File: src/rtl/cmt_pkg.sv
package cmt_pkg;

    // Timing levels produced for one tick of a core cycle.
    typedef struct packed {
        logic en;
        logic rd;
        logic stb;
        logic inh;
        logic wr;
    } win_t;

    // Number of ranged windows decoded from the tick count (rd, stb, inh, wr).
    localparam int NUM_WIN = 4;

endpackage

File: src/rtl/cmt_phase_counter.sv
module cmt_phase_counter #(
    parameter int EN_LEN = 140,
    parameter int CNT_W  = 8
) (
    input  logic             clk,
    input  logic             rst_n,
    input  logic             start_i,
    output logic             busy_o,
    output logic [CNT_W-1:0] cnt_o,
    output logic             accept_o,
    output logic             overlap_o
);

    typedef struct packed {
        logic             busy;
        logic [CNT_W-1:0] cnt;
    } ctr_t;

    localparam logic [CNT_W-1:0] LAST = CNT_W'(EN_LEN - 1);

    ctr_t ctr_d, ctr_q;

    always_comb begin
        ctr_d = ctr_q;
        if (ctr_q.busy) begin
            if (ctr_q.cnt == LAST) begin
                ctr_d.busy = 1'b0;
                ctr_d.cnt  = '0;
            end else begin
                ctr_d.cnt = ctr_q.cnt + 1'b1;
            end
        end else if (start_i) begin
            ctr_d.busy = 1'b1;
            ctr_d.cnt  = '0;
        end
    end

    always_ff @(posedge clk or negedge rst_n) begin
        if (!rst_n) begin
            ctr_q <= '0;
        end else begin
            ctr_q <= ctr_d;
        end
    end

    assign busy_o    = ctr_q.busy;
    assign cnt_o     = ctr_q.cnt;
    assign accept_o  = start_i && !ctr_q.busy;
    assign overlap_o = start_i && ctr_q.busy;

endmodule

File: src/rtl/cmt_window_decode.sv
module cmt_window_decode #(
    parameter int CNT_W   = 8,
    parameter int RD_LEN  = 28,
    parameter int STB_OFS = 12,
    parameter int STB_LEN = 4,
    parameter int INH_OFS = 100,
    parameter int INH_LEN = 20,
    parameter int WR_DLY  = 3,
    parameter int WR_LEN  = 16
) (
    input  logic               busy_i,
    input  logic [CNT_W-1:0]   cnt_i,
    output cmt_pkg::win_t      win_o,
    output logic               restore_o
);

    localparam int NW = cmt_pkg::NUM_WIN;
    // Window bounds, [LO, HI) in ticks: read, strobe, inhibit, write.
    localparam int LO [NW] = '{0, STB_OFS, INH_OFS, INH_OFS + WR_DLY};
    localparam int HI [NW] = '{RD_LEN, STB_OFS + STB_LEN,
                               INH_OFS + INH_LEN, INH_OFS + WR_DLY + WR_LEN};

    int            cnt_int;
    logic [NW-1:0] hit;

    assign cnt_int = {{(32-CNT_W){1'b0}}, cnt_i};

    for (genvar i = 0; i < NW; i++) begin : g_win
        assign hit[i] = busy_i && (cnt_int >= LO[i]) && (cnt_int < HI[i]);
    end

    always_comb begin
        win_o.en  = busy_i;
        win_o.rd  = hit[0];
        win_o.stb = hit[1];
        win_o.inh = hit[2];
        win_o.wr  = hit[3];
    end

    // Last tick before the restore half opens.
    assign restore_o = busy_i && (cnt_int == INH_OFS - 1);

endmodule

File: src/rtl/cmt_buffer.sv
module cmt_buffer #(
    parameter int WORD_W = 12
) (
    input  logic              clk,
    input  logic              rst_n,
    input  logic              accept_i,
    input  logic              strobe_en_i,
    input  logic [WORD_W-1:0] store_i,
    input  logic [WORD_W-1:0] sense_i,
    input  logic              strobe_i,
    input  logic              restore_i,
    output logic [WORD_W-1:0] mb_o,
    output logic [WORD_W-1:0] wb_o
);

    typedef struct packed {
        logic              sten;
        logic [WORD_W-1:0] store;
        logic [WORD_W-1:0] mb;
        logic [WORD_W-1:0] wb;
    } buf_t;

    buf_t buf_d, buf_q;

    always_comb begin
        buf_d = buf_q;
        if (accept_i) begin
            buf_d.sten  = strobe_en_i;
            buf_d.store = store_i;
            buf_d.mb    = '0;
            buf_d.wb    = '0;
        end else if (strobe_i && buf_q.sten) begin
            buf_d.mb = sense_i;
        end else if (restore_i) begin
            buf_d.mb = buf_q.mb | buf_q.store;
            buf_d.wb = buf_q.mb | buf_q.store;
        end
    end

    always_ff @(posedge clk or negedge rst_n) begin
        if (!rst_n) begin
            buf_q <= '0;
        end else begin
            buf_q <= buf_d;
        end
    end

    assign mb_o = buf_q.mb;
    assign wb_o = buf_q.wb;

endmodule

File: src/rtl/cmt_core_timer.sv
module cmt_core_timer #(
    parameter int ADDR_W        = 12,
    parameter int WORD_W        = 12,
    parameter int TICK_NS       = 25,
    parameter int CYCLE_NS      = 3500,
    parameter int READ_NS       = 700,
    parameter int STROBE_AT_NS  = 300,
    parameter int STROBE_NS     = 100,
    parameter int INHIBIT_AT_NS = 2500,
    parameter int INHIBIT_NS    = 500,
    parameter int WRITE_LAG_NS  = 75,
    parameter int WRITE_NS      = 400
) (
    input  logic              clk,
    input  logic              rst_n,
    input  logic              mem_start,
    input  logic              strobe_en,
    input  logic [ADDR_W-1:0] addr_in,
    input  logic [WORD_W-1:0] store_data,
    input  logic [WORD_W-1:0] sense_data,
    output logic              mem_enable,
    output logic              mem_read,
    output logic              sense_strobe,
    output logic              mem_inhibit,
    output logic              mem_write,
    output logic              busy,
    output logic              overlap_err,
    output logic [ADDR_W-1:0] mem_addr,
    output logic [WORD_W-1:0] mem_buf,
    output logic [WORD_W-1:0] wb_data
);

    localparam int EN_LEN  = CYCLE_NS / TICK_NS;
    localparam int RD_LEN  = READ_NS / TICK_NS;
    localparam int STB_OFS = STROBE_AT_NS / TICK_NS;
    localparam int STB_LEN = STROBE_NS / TICK_NS;
    localparam int INH_OFS = INHIBIT_AT_NS / TICK_NS;
    localparam int INH_LEN = INHIBIT_NS / TICK_NS;
    localparam int WR_DLY  = WRITE_LAG_NS / TICK_NS;
    localparam int WR_LEN  = WRITE_NS / TICK_NS;
    localparam int CNT_W   = $clog2(EN_LEN);

    typedef struct packed {
        logic [ADDR_W-1:0] addr;
        logic              err;
    } top_t;

    top_t              top_d, top_q;
    logic              busy_w, accept_w, overlap_w, restore_w;
    logic [CNT_W-1:0]  cnt_w;
    cmt_pkg::win_t     win_w;

    cmt_phase_counter #(
        .EN_LEN (EN_LEN),
        .CNT_W  (CNT_W)
    ) u_ctr (
        .clk       (clk),
        .rst_n     (rst_n),
        .start_i   (mem_start),
        .busy_o    (busy_w),
        .cnt_o     (cnt_w),
        .accept_o  (accept_w),
        .overlap_o (overlap_w)
    );

    cmt_window_decode #(
        .CNT_W   (CNT_W),
        .RD_LEN  (RD_LEN),
        .STB_OFS (STB_OFS),
        .STB_LEN (STB_LEN),
        .INH_OFS (INH_OFS),
        .INH_LEN (INH_LEN),
        .WR_DLY  (WR_DLY),
        .WR_LEN  (WR_LEN)
    ) u_dec (
        .busy_i    (busy_w),
        .cnt_i     (cnt_w),
        .win_o     (win_w),
        .restore_o (restore_w)
    );

    cmt_buffer #(
        .WORD_W (WORD_W)
    ) u_buf (
        .clk         (clk),
        .rst_n       (rst_n),
        .accept_i    (accept_w),
        .strobe_en_i (strobe_en),
        .store_i     (store_data),
        .sense_i     (sense_data),
        .strobe_i    (win_w.stb),
        .restore_i   (restore_w),
        .mb_o        (mem_buf),
        .wb_o        (wb_data)
    );

    always_comb begin
        top_d = top_q;
        if (accept_w) begin
            top_d.addr = addr_in;
        end
        if (overlap_w) begin
            top_d.err = 1'b1;
        end
    end

    always_ff @(posedge clk or negedge rst_n) begin
        if (!rst_n) begin
            top_q <= '0;
        end else begin
            top_q <= top_d;
        end
    end

    assign mem_enable   = win_w.en;
    assign mem_read     = win_w.rd;
    assign sense_strobe = win_w.stb;
    assign mem_inhibit  = win_w.inh;
    assign mem_write    = win_w.wr;
    assign busy         = busy_w;
    assign overlap_err  = top_q.err;
    assign mem_addr     = top_q.addr;

endmodule

File: config.mk
export PLATFORM = sky130hd
export DESIGN_NAME = cmt_core_timer
export DESIGN_NICKNAME = d
export VERILOG_FILES = /design/src/rtl/cmt_pkg.sv /design/src/rtl/cmt_phase_counter.sv /design/src/rtl/cmt_window_decode.sv /design/src/rtl/cmt_buffer.sv /design/src/rtl/cmt_core_timer.sv
export SDC_FILE = /design/constraint.sdc
export NUM_CORES = 1
export LEC_CHECK = 0
export ABC_AREA = 1
export ABC_CLOCK_PERIOD_IN_PS = 2900
export BUFFER_PORTS_ARGS = -buffer_cell sky130_fd_sc_hd__buf_4
export CAP_MARGIN = 20
export CORE_MARGIN = 5
export CORE_UTILIZATION = 35
export CTS_BUF_LIST = sky130_fd_sc_hd__clkbuf_2
export DETAILED_ROUTE_END_ITERATION = 6
export GPL_ROUTABILITY_DRIVEN = 0
export PLACE_DENSITY = 0.56
export SLEW_MARGIN = 20
export SYNTH_ARGS = -nofsm -noshare
export SYNTH_HDL_FRONTEND = slang
export SYNTH_SLANG_ARGS = --single-unit
File: constraint.sdc
create_clock -name clk -period 2.9 [get_ports clk]
set_clock_uncertainty 0.1 [all_clocks]
set_input_delay 0.29 -clock clk [delete_from_list [all_inputs] [get_ports clk]]
set_output_delay 0.29 -clock clk [all_outputs]
set_load 0.05 [all_outputs]
Yosys cells after proc, flatten, opt, wreduce, memory -nomap -nowiden

Cells that the tools add are included.
Widths: inputs -> output; s select.

Equality and inequality tests: 3
Muxes and demuxes: 8
Add/subtract/negate cells: 1
Bitwise gates (word level): 1
Magnitude comparators: 8
Reductions and logical operators: 17

Operators with widths:

| operator            | number |
|---|---|
| $mux 24             | 2 |
| $mux 12             | 2 |
| $mux 9              | 2 |
| $eq 8x8->1 const B  | 2 |
| $ge 8x7->1 const B  | 2 |
| $lt 8x5->1 const B  | 2 |
| $lt 8x7->1 const B  | 2 |
| $logic_and 1x1->1   | 12 |
| $or 12x12->12       | 1 |
| $add 8x1->8 const B | 1 |
| $ge 8x1->1 const B  | 1 |
| $ge 8x4->1 const B  | 1 |
| $mux 8              | 1 |
| $reduce_bool 2->1   | 2 |
| $reduce_bool 3->1   | 1 |
| $ne 2x2->1 const B  | 1 |
| $reduce_and 2->1    | 1 |
| $logic_not 1->1     | 1 |
| $mux 1              | 1 |

Output and inout port bits: 43
Register bits: 59

Depth between registers and ports, before layout

Gate-level depths: netlist of run 1.

Depth in word-level cells: 6
Mapped depth: 9
Mapped depth without buffers: 8

Modules after synthesis

Synthesis of run 1 repeated with hierarchy kept, for this count alone.

Cells, all modules: 435
Area, all modules: 3,186.8 um^2

Modules (own cells, without submodules):

| module            | cells each | area each (um^2) | times used | sequential area each (um^2) |
|---|---|---|---|---|
| cmt_buffer        | 276        | 2,000.7          | 1          | 925.9 |
| cmt_phase_counter | 72         | 549.3            | 1          | 225.2 |
| cmt_core_timer    | 53         | 489.2            | 1          | 325.3 |
| cmt_window_decode | 34         | 147.6            | 1          | 0.0 |

Least setup slack after synthesis of run 1

No wires, ideal clock.

Path kind: flip-flop to output port
Start: reg u_ctr.ctr_q (netlist bit u_ctr.busy_o)
End: out mem_read
Path buffers: 1
Cell stages (with the launch flop): 4
Path slack: 0.045 ns
Required time: 2.510 ns
Arrival time: 2.465 ns
Cells stage by stage: dfrtp_1 buf_4 nand2_4 nor4_1

Word-level cells in the longest chain between the ends: 2

RTL lines:

| element                        | RTL line                | RTL |
|---|---|---|
| from (decl)                    | cmt_phase_counter.sv:21 | `ctr_t ctr_d, ctr_q;` |
| from (signal assigned)         | cmt_phase_counter.sv:42 | `ctr_q <= ctr_d;` |
| $logic_and 1x1->1 (2 in a row) | cmt_window_decode.sv:29 | `assign hit[i] = busy_i && (cnt_int >= LO[i]) && (cnt_int < HI[i]);` |
| to (decl)                      | cmt_core_timer.sv:22    | `output logic mem_read,` |

Every way passes these cells.

Worst setup path in the final report of run 1

Start: reg u_ctr.ctr_q (netlist bit u_ctr.busy_o)
End: out sense_strobe

Word-level cells in the longest chain between the ends: 2

RTL lines:

| element                        | RTL line                | RTL |
|---|---|---|
| $logic_and 1x1->1 (2 in a row) | cmt_window_decode.sv:29 |  |
| to (decl)                      | cmt_core_timer.sv:23    | `output logic sense_strobe,` |

Every way passes these cells.

==> results of run 1 <==
worst max path at each step:
| stage | from | end | slack [ns] | cells past startpoint |
|---|---|---|---|---|
| 6_report | u_ctr.busy_o$_DFF_PN0_ | sense_strobe | 0.62 | 5 |
| 5_1_grt | u_ctr.busy_o$_DFF_PN0_ | sense_strobe | 0.43 | 5 |
| 4_1_cts | u_ctr.busy_o$_DFF_PN0_ | sense_strobe | 0.56 | 5 |
| 3_5_place_dp | u_ctr.busy_o$_DFF_PN0_ | u_buf.mb_o[8]$_DFFE_PN0P_ | 0.91 | 6 |
| 3_3_place_gp | u_ctr.busy_o$_DFF_PN0_ | u_buf.mb_o[11]$_DFFE_PN0P_ | 0.95 | 6 |
| 2_1_floorplan | u_ctr.busy_o$_DFF_PN0_ | mem_read | 0.04 | 3 |
sequential cells by signal, indices dropped and copies added, names as in the netlist:
name / cells
u_buf.buf_q: 13
mem_addr: 12
u_buf.mb_o: 12
u_buf.wb_o: 12
u_ctr.cnt_o: 8
overlap_err: 1
u_ctr.busy_o: 1
final cells by class:
cell class	instances	share of cell area, %
timing repair buffer	111	23.0
sequential	59	37.7
clock inverter	4	1.09
multi-input combinational	263	31.8
inverter	16	1.53
clock buffer	11	1.41
tap	108	3.45
layer usage:
metal	global-route usage [%]	vias to the layer above	wire length [um]
li1	-	1339	-
met1	20.7	1248	3440
met2	23.3	68	3640
met3	4.02	15	487
met4	6.57	0	159
met5	0	-	0
per-stage QoR:
stage	hold WS, ns	utilization, %	setup WS [ns]	std cells
3_5_place_dp	0.323	41.3	0.912	530
2_1_floorplan	-0.106	-	0.0448	379
3_3_place_gp	0.320	41.3	0.948	530
5_1_grt	0.0372	45.6	0.434	572
6_report	0.0622	45.6	0.619	572
4_1_cts	0.0193	45.6	0.564	572
worst max-delay path: stages (launching register included):
cell and delay [ns]:
dfrtp_1 0.63, nand2_4 0.12, nor2_4 0.32, nand2_1 0.10, inv_1 0.07, buf_4 0.19
logic make-up (layout without fill, tap and decap cells):
group           after synthesis  in the layout  share of synthesized area [%]
fa+ha+maj                     2              2                          0.819
flops                        59             59                           48.3
buf+inv                      57            142                           10.9
simple gates                243            243                           36.1
compound gates               16             16                           3.24
xor+xnor                      2              2                          0.573
timing repair:
item,in CTS,in global routing
resized for setup,0,0
hold buffers,27,0
endpoints found under the hold margin,85,0
where the power goes:
part	leakage (nW)	total [W]	internal [W]	switching [W]
sequential	0.738	0.00144	0.00116	0.000274
combinational	1.31	0.00225	0.000713	0.00154
clock	0.0669	0.000481	0.000196	0.000285
cells in the final DEF (no fill, tap or decap), types with 5 or more instances in the layout:
cell type / instances
buf_4: 84
clkbuf_2: 11
dfrtp_1: 59
dlygate4sd3_1: 27
inv_1: 11
nand2_1: 164
nand3_1: 28
nand4_1: 13
nor2_1: 7
nor2_4: 5
nor3_1: 5
o21ai_0: 6
or2_2: 12
==> impl_metrics.yaml, run 1 <==
drt:
  firstDrtPassIters: 4
  vias_per_cell: 4.67
  drtIter0Drc: 184
  route.detailed.drc: 0
  post_drt_wl_per_cell_um: 13.5
  antenna_left: 0
  wl_um: 7730
  vias: 2670
floorplanning:
  initial_core_util_pct: 35.6
  die-area_um2: 10700
  ios: 83
  die_h_um: 103
  num_rows: 34
  die_width_um: 103
  core_um2: 8590
min_path:
  hold_depth: 5
  hold_class: "primary input to flop"
  min_from: "sense_data[6]"
  hold_end: "u_buf.mb_o[6]$_DFFE_PN0P_"
synthesis:
  synth_cell_types: 27
  yosysMostFrequentCell: "nand2_1"
  synth_top_area_cell: "dfrtp_1"
  synthArstFlopShare_pct: 100
  synth_edf_count: 0
  synth_area_um2: 3060
  yosys-top-cells-count: "164 x nand2_1, 59 x dfrtp_1, 28 x buf_4, 28 x nand3_1, 13 x nand4_1"
  synth_top_area_share_pct: 48.3
  synth_nets: 421
  netlist_instances: 379
  ys.flop_type: "dfrtp_1"
  ys_warn_count: 0
  ys_ff_latch: 59
  yosysSeqAreaShare_pct: 48.3
  synth_area_leaders: "dfrtp_1 48%, nand2_1 20%, buf_4 6.9%, nand3_1 4.6%, nand4_1 2.7%"
  syn_area_per_cell_um2: 8.06
clocking:
  cts_buffer_depth: 2
  numCtsBuffers: 9
  cts_tree: "done"
  clkLatencyLatePin_ns: 0.47
  cts_max_level: 3
  path_clk_slew_ns: 0.16
  post_cts_buffers: 0
  cts_root_buffer: "clkbuf_2"
  cts.sinks: 59
finish:
  syn_to_final_growth_pct: 28.1
  fin_area_um2: 3920
  final_layout_size_suffix_gt1_share_pct: 27.2
  nets: 502
  n_antenna_cell: 0
  fill_cells: 902
  seq_area_um2: 1480
  multiInputGateArea_um2: 1240
worst_setup_path:
  start_kind: "flop"
  r2r_setup_slack_ns: 0.88
  r2r_cells: 6
  r2r-end: "u_buf.mb_o[11]$_DFFE_PN0P_"
  crit_type: "flop to output port"
  worstSetupEndpointType: "output port"
  worstPathArrival_ns: 1.89
  required_ns: 2.51
  r2r_start: "u_ctr.busy_o$_DFF_PN0_"
  cp_max_fo: 14
placed_design:
  postPlaceCellArea_um2: 3550
  dp_hpwl_um: 5430
  numPortBuffers: 82
sta:
  fin_crit_sh_pct: 78.7
  hold_violations: 0
  period_needed_ns: 2.28
  finalSetupViolCount: 0
  worst_pin_slew_ns: 0.760
  slew_headroom_pct: 49.3
  fmax_mhz: 438
  slew_viol_final: 0
  rsz0062_at_grt: "false"
  setup_tns_ns: 0
pwr:
  cellLeakagePower_nw: 2.12
  p_total_w: 0.00417
  irDropWorstVdd_mv: 0.392
  power.density_nw_per_um2: 1070
global_route:
  grt_pass1_wl_um: 12600
  grt_overflow_total: 0
  antenna_found_initial: 0
  grt_pass1_vias: 2580
  grt_util_all_layers_pct: 15.4
  grt_max_degree: 60
run:
  drv_cap: 0
run_status:
  outcome: "finished, final reports clean"
(Power assumes the default switching activity.)
==> inputs of run 2 (changes only) <==
- ABC_CLOCK_PERIOD_IN_PS: 2900 -> 1930
- PLACE_DENSITY: 0.56 -> 0.58
- clock period: 2.9 -> 1.93 ns (I/O delays scaled with it)
==> run 2 against run 1 <==
Effect of this change: the run now ends with setup timing left; final cell count is 5.9% higher; combinational power grew 72%; flip-flop and latch count unchanged; global-route usage rose by 1.2 points; critical path type unchanged; critical endpoint is now mem_write.
==> impl_metrics.yaml, run 2 (same netlist as run 1, synthesis figures left out) <==
run_status:
  outcome: "finished, violations left"
  violations: "setup timing"
finish:
  final_common_cell: "nand2_1"
  layout_common_cells: "161 x nand2_1, 99 x buf_4, 54 x dfrtp_1"
  top_register: "u_buf.buf_q"
  largest_reg_flops: 13
  nets: 535
  final_layout_size_suffix_gt1_share_pct: 32.3
  seq_area_um2: 1480
  syn_to_final_growth_pct: 40.7
  n_antenna_cell: 0
  fill_cells: 847
  multiInputGateArea_um2: 1280
sta:
  hold_violations: 0
  worst_pin_slew_ns: 0.555
  finalSetupViolCount: 2
  rsz0062_at_grt: "true"
  slew_headroom_pct: 63.0
  setup_tns_ns: -0.0397
  fmax_mhz: 510
  finalWorstSetupSlack_ns: -0.0305
  period_needed_ns: 1.96
  whs_ns: 0.144
  slew_viol_final: 0
  fin_crit_sh_pct: 102
worst_setup_path:
  required_ns: 1.64
  cp_max_fo: 4
  worstSetupEndpointType: "output port"
  critical_path.endpoint: "mem_write"
  r2r-end: "u_buf.mb_o[10]$_DFFE_PN0P_"
  crit_type: "flop to output port"
  worstPathArrival_ns: 1.67
  r2r_cells: 9
  r2r_start: "u_ctr.cnt_o[7]$_DFFE_PN0P_"
  cp-startpoint: "u_ctr.cnt_o[0]$_DFFE_PN0P_"
  r2r_setup_slack_ns: 0.05
  start_kind: "flop"
clocking:
  cts.sinks: 59
  numCtsBuffers: 9
  cts_tree: "done"
  path_clk_slew_ns: 0.17
  cts_root_buffer: "clkbuf_2"
  cts_buffer_depth: 2
  cts_max_level: 3
  clkLatencyLatePin_ns: 0.47
floorplanning:
  initial_core_util_pct: 35.6
  die_h_um: 103
  num_rows: 34
  core_um2: 8590
  die_width_um: 103
  die-area_um2: 10700
  ios: 83
global_route:
  grt_max_degree: 44
  grt_pass1_wl_um: 13600
  grt_util_all_layers_pct: 16.6
  antenna_found_initial: 0
  grt_overflow_total: 0
  grt_pass1_vias: 2788
pwr:
  clockPowerShare_pct: 12.9
  power.internal_w: 0.00354
  p_sw_share_pct: 48.6
  pwr-share-comb_pct: 56.3
  p_total_w: 0.00688
  power.density_nw_per_um2: 1600
  irDropWorstVdd_mv: 0.734
  p_sw_w: 0.00334
  sequentialPowerShare_pct: 30.7
  cellLeakagePower_nw: 2.30
drt:
  wl_um: 8520
  post_drt_wl_per_cell_um: 14.1
  firstDrtPassIters: 4
  antenna_left: 0
  vias: 2855
  route.detailed.drc: 0
  vias_per_cell: 4.71
  drtIter0Drc: 130
min_path:
  hold_class: "primary input to async pin"
run:
  drv_cap: 0
placed_design:
  dp_hpwl_um: 5740
  numPortBuffers: 82
  pre_cts_slack_ns: 0.190
[run 2: worst min path at each step]
stage                     cells after the start  slack, ns                           to
after floorplan                               0      -0.20      mem_addr[0]$_DFFE_PN0P_
after global placement                        1       0.12      mem_addr[2]$_DFFE_PN0P_
after detailed placement                      1       0.12      mem_addr[8]$_DFFE_PN0P_
after CTS                                     2       0.12  u_buf.buf_q[30]$_DFFE_PN0P_
after global routing                          2       0.14    u_buf.mb_o[0]$_DFFE_PN0P_
final                                         2       0.14      mem_addr[8]$_DFFE_PN0P_
[run 2: timing repair]
action / CTS / global route
gates resized for setup: 12 / 5
hold endpoints to repair: 83 / 0
setup buffers: 11 / 4
pin swaps: 2 / 4
hold buffers: 39 / 0
setup endpoints to repair: 3 / 4
[run 2: per-stage QoR]
stage | cells | util, % | instance area, um^2
2_1_floorplan | 379 | - | 3080
3_3_place_gp | 536 | 42.1 | 3620
3_5_place_dp | 536 | 42.1 | 3620
4_1_cts | 602 | 49.5 | 4250
5_1_grt | 606 | 50.0 | 4300
6_report | 606 | 50.0 | 4300
[run 2: power by group through the flow]
stage,Sequential (W),Clock [W],Combinational (W)
after floorplan,0.00249,0,0.00239
after global placement,0.00218,0,0.00344
after detailed placement,0.00218,0,0.00349
after CTS,0.00212,0.000911,0.00381
after global routing,0.00218,0.000971,0.00417
final,0.00211,0.000891,0.00387
[run 2: layer usage]
metal	vias up	track usage (%)	part of all wire (%)
met5	-	0	0
met4	0	7.47	2.1
met3	15	2.55	4.6
met2	92	27.6	51
met1	1338	21.3	43
li1	1410	-	-
[run 2: critical path, stage by stage (launching register included)]
cell and delay (ns):
dfrtp_1 0.42, ha_2 0.21, nand2_2 0.12, nand2_1 0.07, a21oi_1 0.18, nor3_2 0.06, buf_6 0.15
[run 2: cell type report]
type | instances | share of cell area [%]
inverters | 16 | 1.40
well taps | 108 | 3.14
multi-input cells | 263 | 29.9
clock inverters | 6 | 1.86
repair buffers | 144 | 28.0
clock buffers | 10 | 1.16
flip-flops and latches | 59 | 34.5
==> inputs of run 3 (changes only) <==
- GPL_TIMING_DRIVEN: unset -> 0
- REMOVE_ABC_BUFFERS: unset -> 1
- SYNTH_HIERARCHICAL: unset -> 1
==> run 3 against run 2 <==
Effect of this change: the run now ends clean; power is 61% lower; worst setup slack better by 0.044 ns; sequential power is 36% lower; sequential share of layout area is 1.4 points lower; non-clock buffer count is 3 lower; largest power group is now registers.
==> impl_metrics.yaml, run 3 <==
synthesis:
  synth_top_area_cell: "dfrtp_1"
  ys.flop_type: "dfrtp_1"
  yosysMostFrequentCell: "nand2_1"
  synth_top_area_share_pct: 46.3
  synth_area_um2: 3190
  netlist_instances: 435
  synth_area_leaders: "dfrtp_1 46%, nand2_1 25%, buf_4 7.1%, nand3_1 4.9%, inv_1 4.8%"
  yosysSeqAreaShare_pct: 46.3
  ys_warn_count: 6
  ys_ff_latch: 59
  synth_edf_count: 0
  yosys-top-cells-count: "210 x nand2_1, 59 x dfrtp_1, 41 x inv_1"
  synthArstFlopShare_pct: 100
  synth_cell_types: 31
  syn_area_per_cell_um2: 7.33
min_path:
  hold_class: "primary input to async pin"
sta:
  fin_crit_sh_pct: 99.3
  setup_tns_ns: 0
  slew_headroom_pct: 48.6
  hold_violations: 0
  finalSetupViolCount: 0
  rsz0062_at_grt: "true"
  fmax_mhz: 522
  worst_pin_slew_ns: 0.771
  period_needed_ns: 1.92
  slew_viol_final: 0
pwr:
  cellLeakagePower_nw: 2.54
  p_sw_w: 0.000850
  p_sw_share_pct: 32.1
  p_total_w: 0.00265
  power.internal_w: 0.00180
  power.density_nw_per_um2: 589
  sequentialPowerShare_pct: 50.7
  irDropWorstVdd_mv: 0.400
  clockPowerShare_pct: 30.0
  pwr-share-comb_pct: 19.3
drt:
  vias_per_cell: 4.64
  route.detailed.drc: 0
  drt-met1-wl_um: 3960
  wl_met3_um: 524
  firstDrtPassIters: 4
  vias: 3073
  wl_met2_um: 4280
  antenna_left: 0
  drtIter0Drc: 91
  routed.top_layer: "met4"
  post_drt_wl_per_cell_um: 13.3
  wl_um: 8820
worst_setup_path:
  r2r_cells: 9
  r2r_setup_slack_ns: 0.07
  r2r_start: "u_ctr/cnt_o[7]$_DFFE_PN0P_"
  path_buf_inv: 2
  required_ns: 1.64
  worstSetupEndpointType: "output port"
  path_delay_family: "flip-flops"
  worstPathArrival_ns: 1.62
  cp_max_fo: 3
  critPathSlowestCell: "dfrtp_2"
  crit_type: "flop to output port"
  start_kind: "flop"
  crit_chain: "inv_2 -> nand2_1 -> nor2_4 -> a21oi_1 -> nor2_2 -> buf_6"
  r2r-end: "u_buf/wb_o[4]$_DFFE_PN0P_"
  max_stage_delay_ns: 0.45
finish:
  stdcell_count: 662
  syn_to_final_growth_pct: 41.0
  final_layout_size_suffix_gt1_share_pct: 29.6
  fin_util_pct: 51.0
  nets: 590
  largest_reg_flops: 13
  n_antenna_cell: 0
  layout_common_cells: "207 x nand2_1, 94 x buf_4, 51 x dfrtp_1"
  top_register: "u_buf/buf_q"
  final_common_cell: "nand2_1"
clocking:
  clkLatencyLatePin_ns: 0.47
  cts.sinks: 59
  cts_max_level: 3
  numCtsBuffers: 9
  path_clk_slew_ns: 0.19
  cts_root_buffer: "clkbuf_2"
  cts_tree: "done"
  cts_buffer_depth: 2
floorplanning:
  num_rows: 34
  initial_core_util_pct: 36.2
  core_um2: 8810
  die_width_um: 105
  die-area_um2: 11100
  die_h_um: 105
  ios: 83
global_route:
  grt_max_degree: 60
  grt_util_all_layers_pct: 16.6
  grt_pass1_wl_um: 15200
  grt_overflow_total: 0
  grt_pass1_vias: 3154
  antenna_found_initial: 0
run:
  drv_cap: 0
placed_design:
  numPortBuffers: 82
  dp_hpwl_um: 5480
  post-place-cells: 589
run_status:
  outcome: "finished, final reports clean"
[run 3: cell types whose count changed after synthesis, sizes merged, moves of 2 or more]
cell	before	now
clkbuf	6	0
nor2	12	20
buf	35	38
or2	12	2
a21oi	5	3
inv	15	46
nand4	13	2
o22ai	4	1
nand2	170	216
nand3	29	33
nor3	5	1
[run 3: worst register-to-register path, stage by stage, from the launching register on]
cell	delay, ns
dfrtp_2	0.48
nor2_4	0.14
nand3_2	0.09
nor3_4	0.16
buf_4	0.19
nand2_2	0.14
a21oi_4	0.24
buf_12	0.15
nand2_1	0.05
nand2_1	0.06
[run 3: worst max path at each step]
stage | slack, ns | start | to | cells past startpoint
after floorplan | -2.24 | u_ctr/busy_o$_DFF_PN0_ | u_buf/mb_o[11]$_DFFE_PN0P_ | 6
after global placement | -2.35 | u_ctr/busy_o$_DFF_PN0_ | u_buf/mb_o[11]$_DFFE_PN0P_ | 6
after detailed placement | -0.56 | u_ctr/busy_o$_DFF_PN0_ | u_buf/wb_o[11]$_DFFE_PN0P_ | 6
after CTS | -0.05 | u_ctr/cnt_o[7]$_DFFE_PN0P_ | sense_strobe | 5
after global routing | -0.11 | u_ctr/cnt_o[4]$_DFFE_PN0P_ | mem_inhibit | 6
final | 0.01 | u_ctr/cnt_o[4]$_DFFE_PN0P_ | mem_inhibit | 6
[run 3: cells by family after synthesis]
kind of cell	share of synthesized area [%]
compound gates	2.59
xor+xnor	0.825
fa+ha+maj	0.393
buf+inv	14.4
flops	46.3
simple gates	35.5
[run 3: final cells by class]
| class | instances | area (um^2) |
|---|---|---|
| Sequential cell | 59 | 1490 |
| Fill cell | 844 | 4310 |
| Inverter | 46 | 178 |
| Timing Repair Buffer | 141 | 1210 |
| Multi-Input combinational cell | 292 | 1370 |
| Clock buffer | 9 | 45.0 |
| Tap cell | 108 | 135 |
| Clock inverter | 7 | 67.6 |
[run 3: routing by layer]
metal	GRT usage (%)	up-vias
met3	5.38	6
met2	28.3	86
met4	3.75	0
met5	0	-
met1	20.4	1460
li1	-	1521
[run 3: power by group through the flow]
| stage | Sequential (W) | Combinational (W) | Clock (W) |
|---|---|---|---|
| after global routing | 0.00135 | 0.000557 | 0.000896 |
| after detailed placement | 0.00136 | 0.000452 | 0 |
| after CTS | 0.00134 | 0.000515 | 0.000847 |
| after floorplan | 0.00152 | 0.000103 | 0 |
| after global placement | 0.00136 | 0.000446 | 0 |
| final | 0.00134 | 0.000512 | 0.000795 |
[run 3: what timing repair did]
item,4_1_cts,5_1_grt
gates cloned,0,0
endpoints found under the hold margin,99,0
hold buffers,39,0
setup buffers,16,2
pin swaps,5,5
setup endpoints to repair,28,28
resized for setup,30,15
[run 3: metrics by stage]
step / worst slack [ns] / hold WS (ns) / area, um^2
2_1_floorplan: -2.24 / -0.203 / 2900
4_1_cts: -0.0506 / 0.173 / 4420
6_report: 0.0135 / 0.193 / 4490
3_5_place_dp: -0.563 / 0.225 / 3700
5_1_grt: -0.111 / 0.208 / 4490
3_3_place_gp: -2.35 / 0.227 / 3650
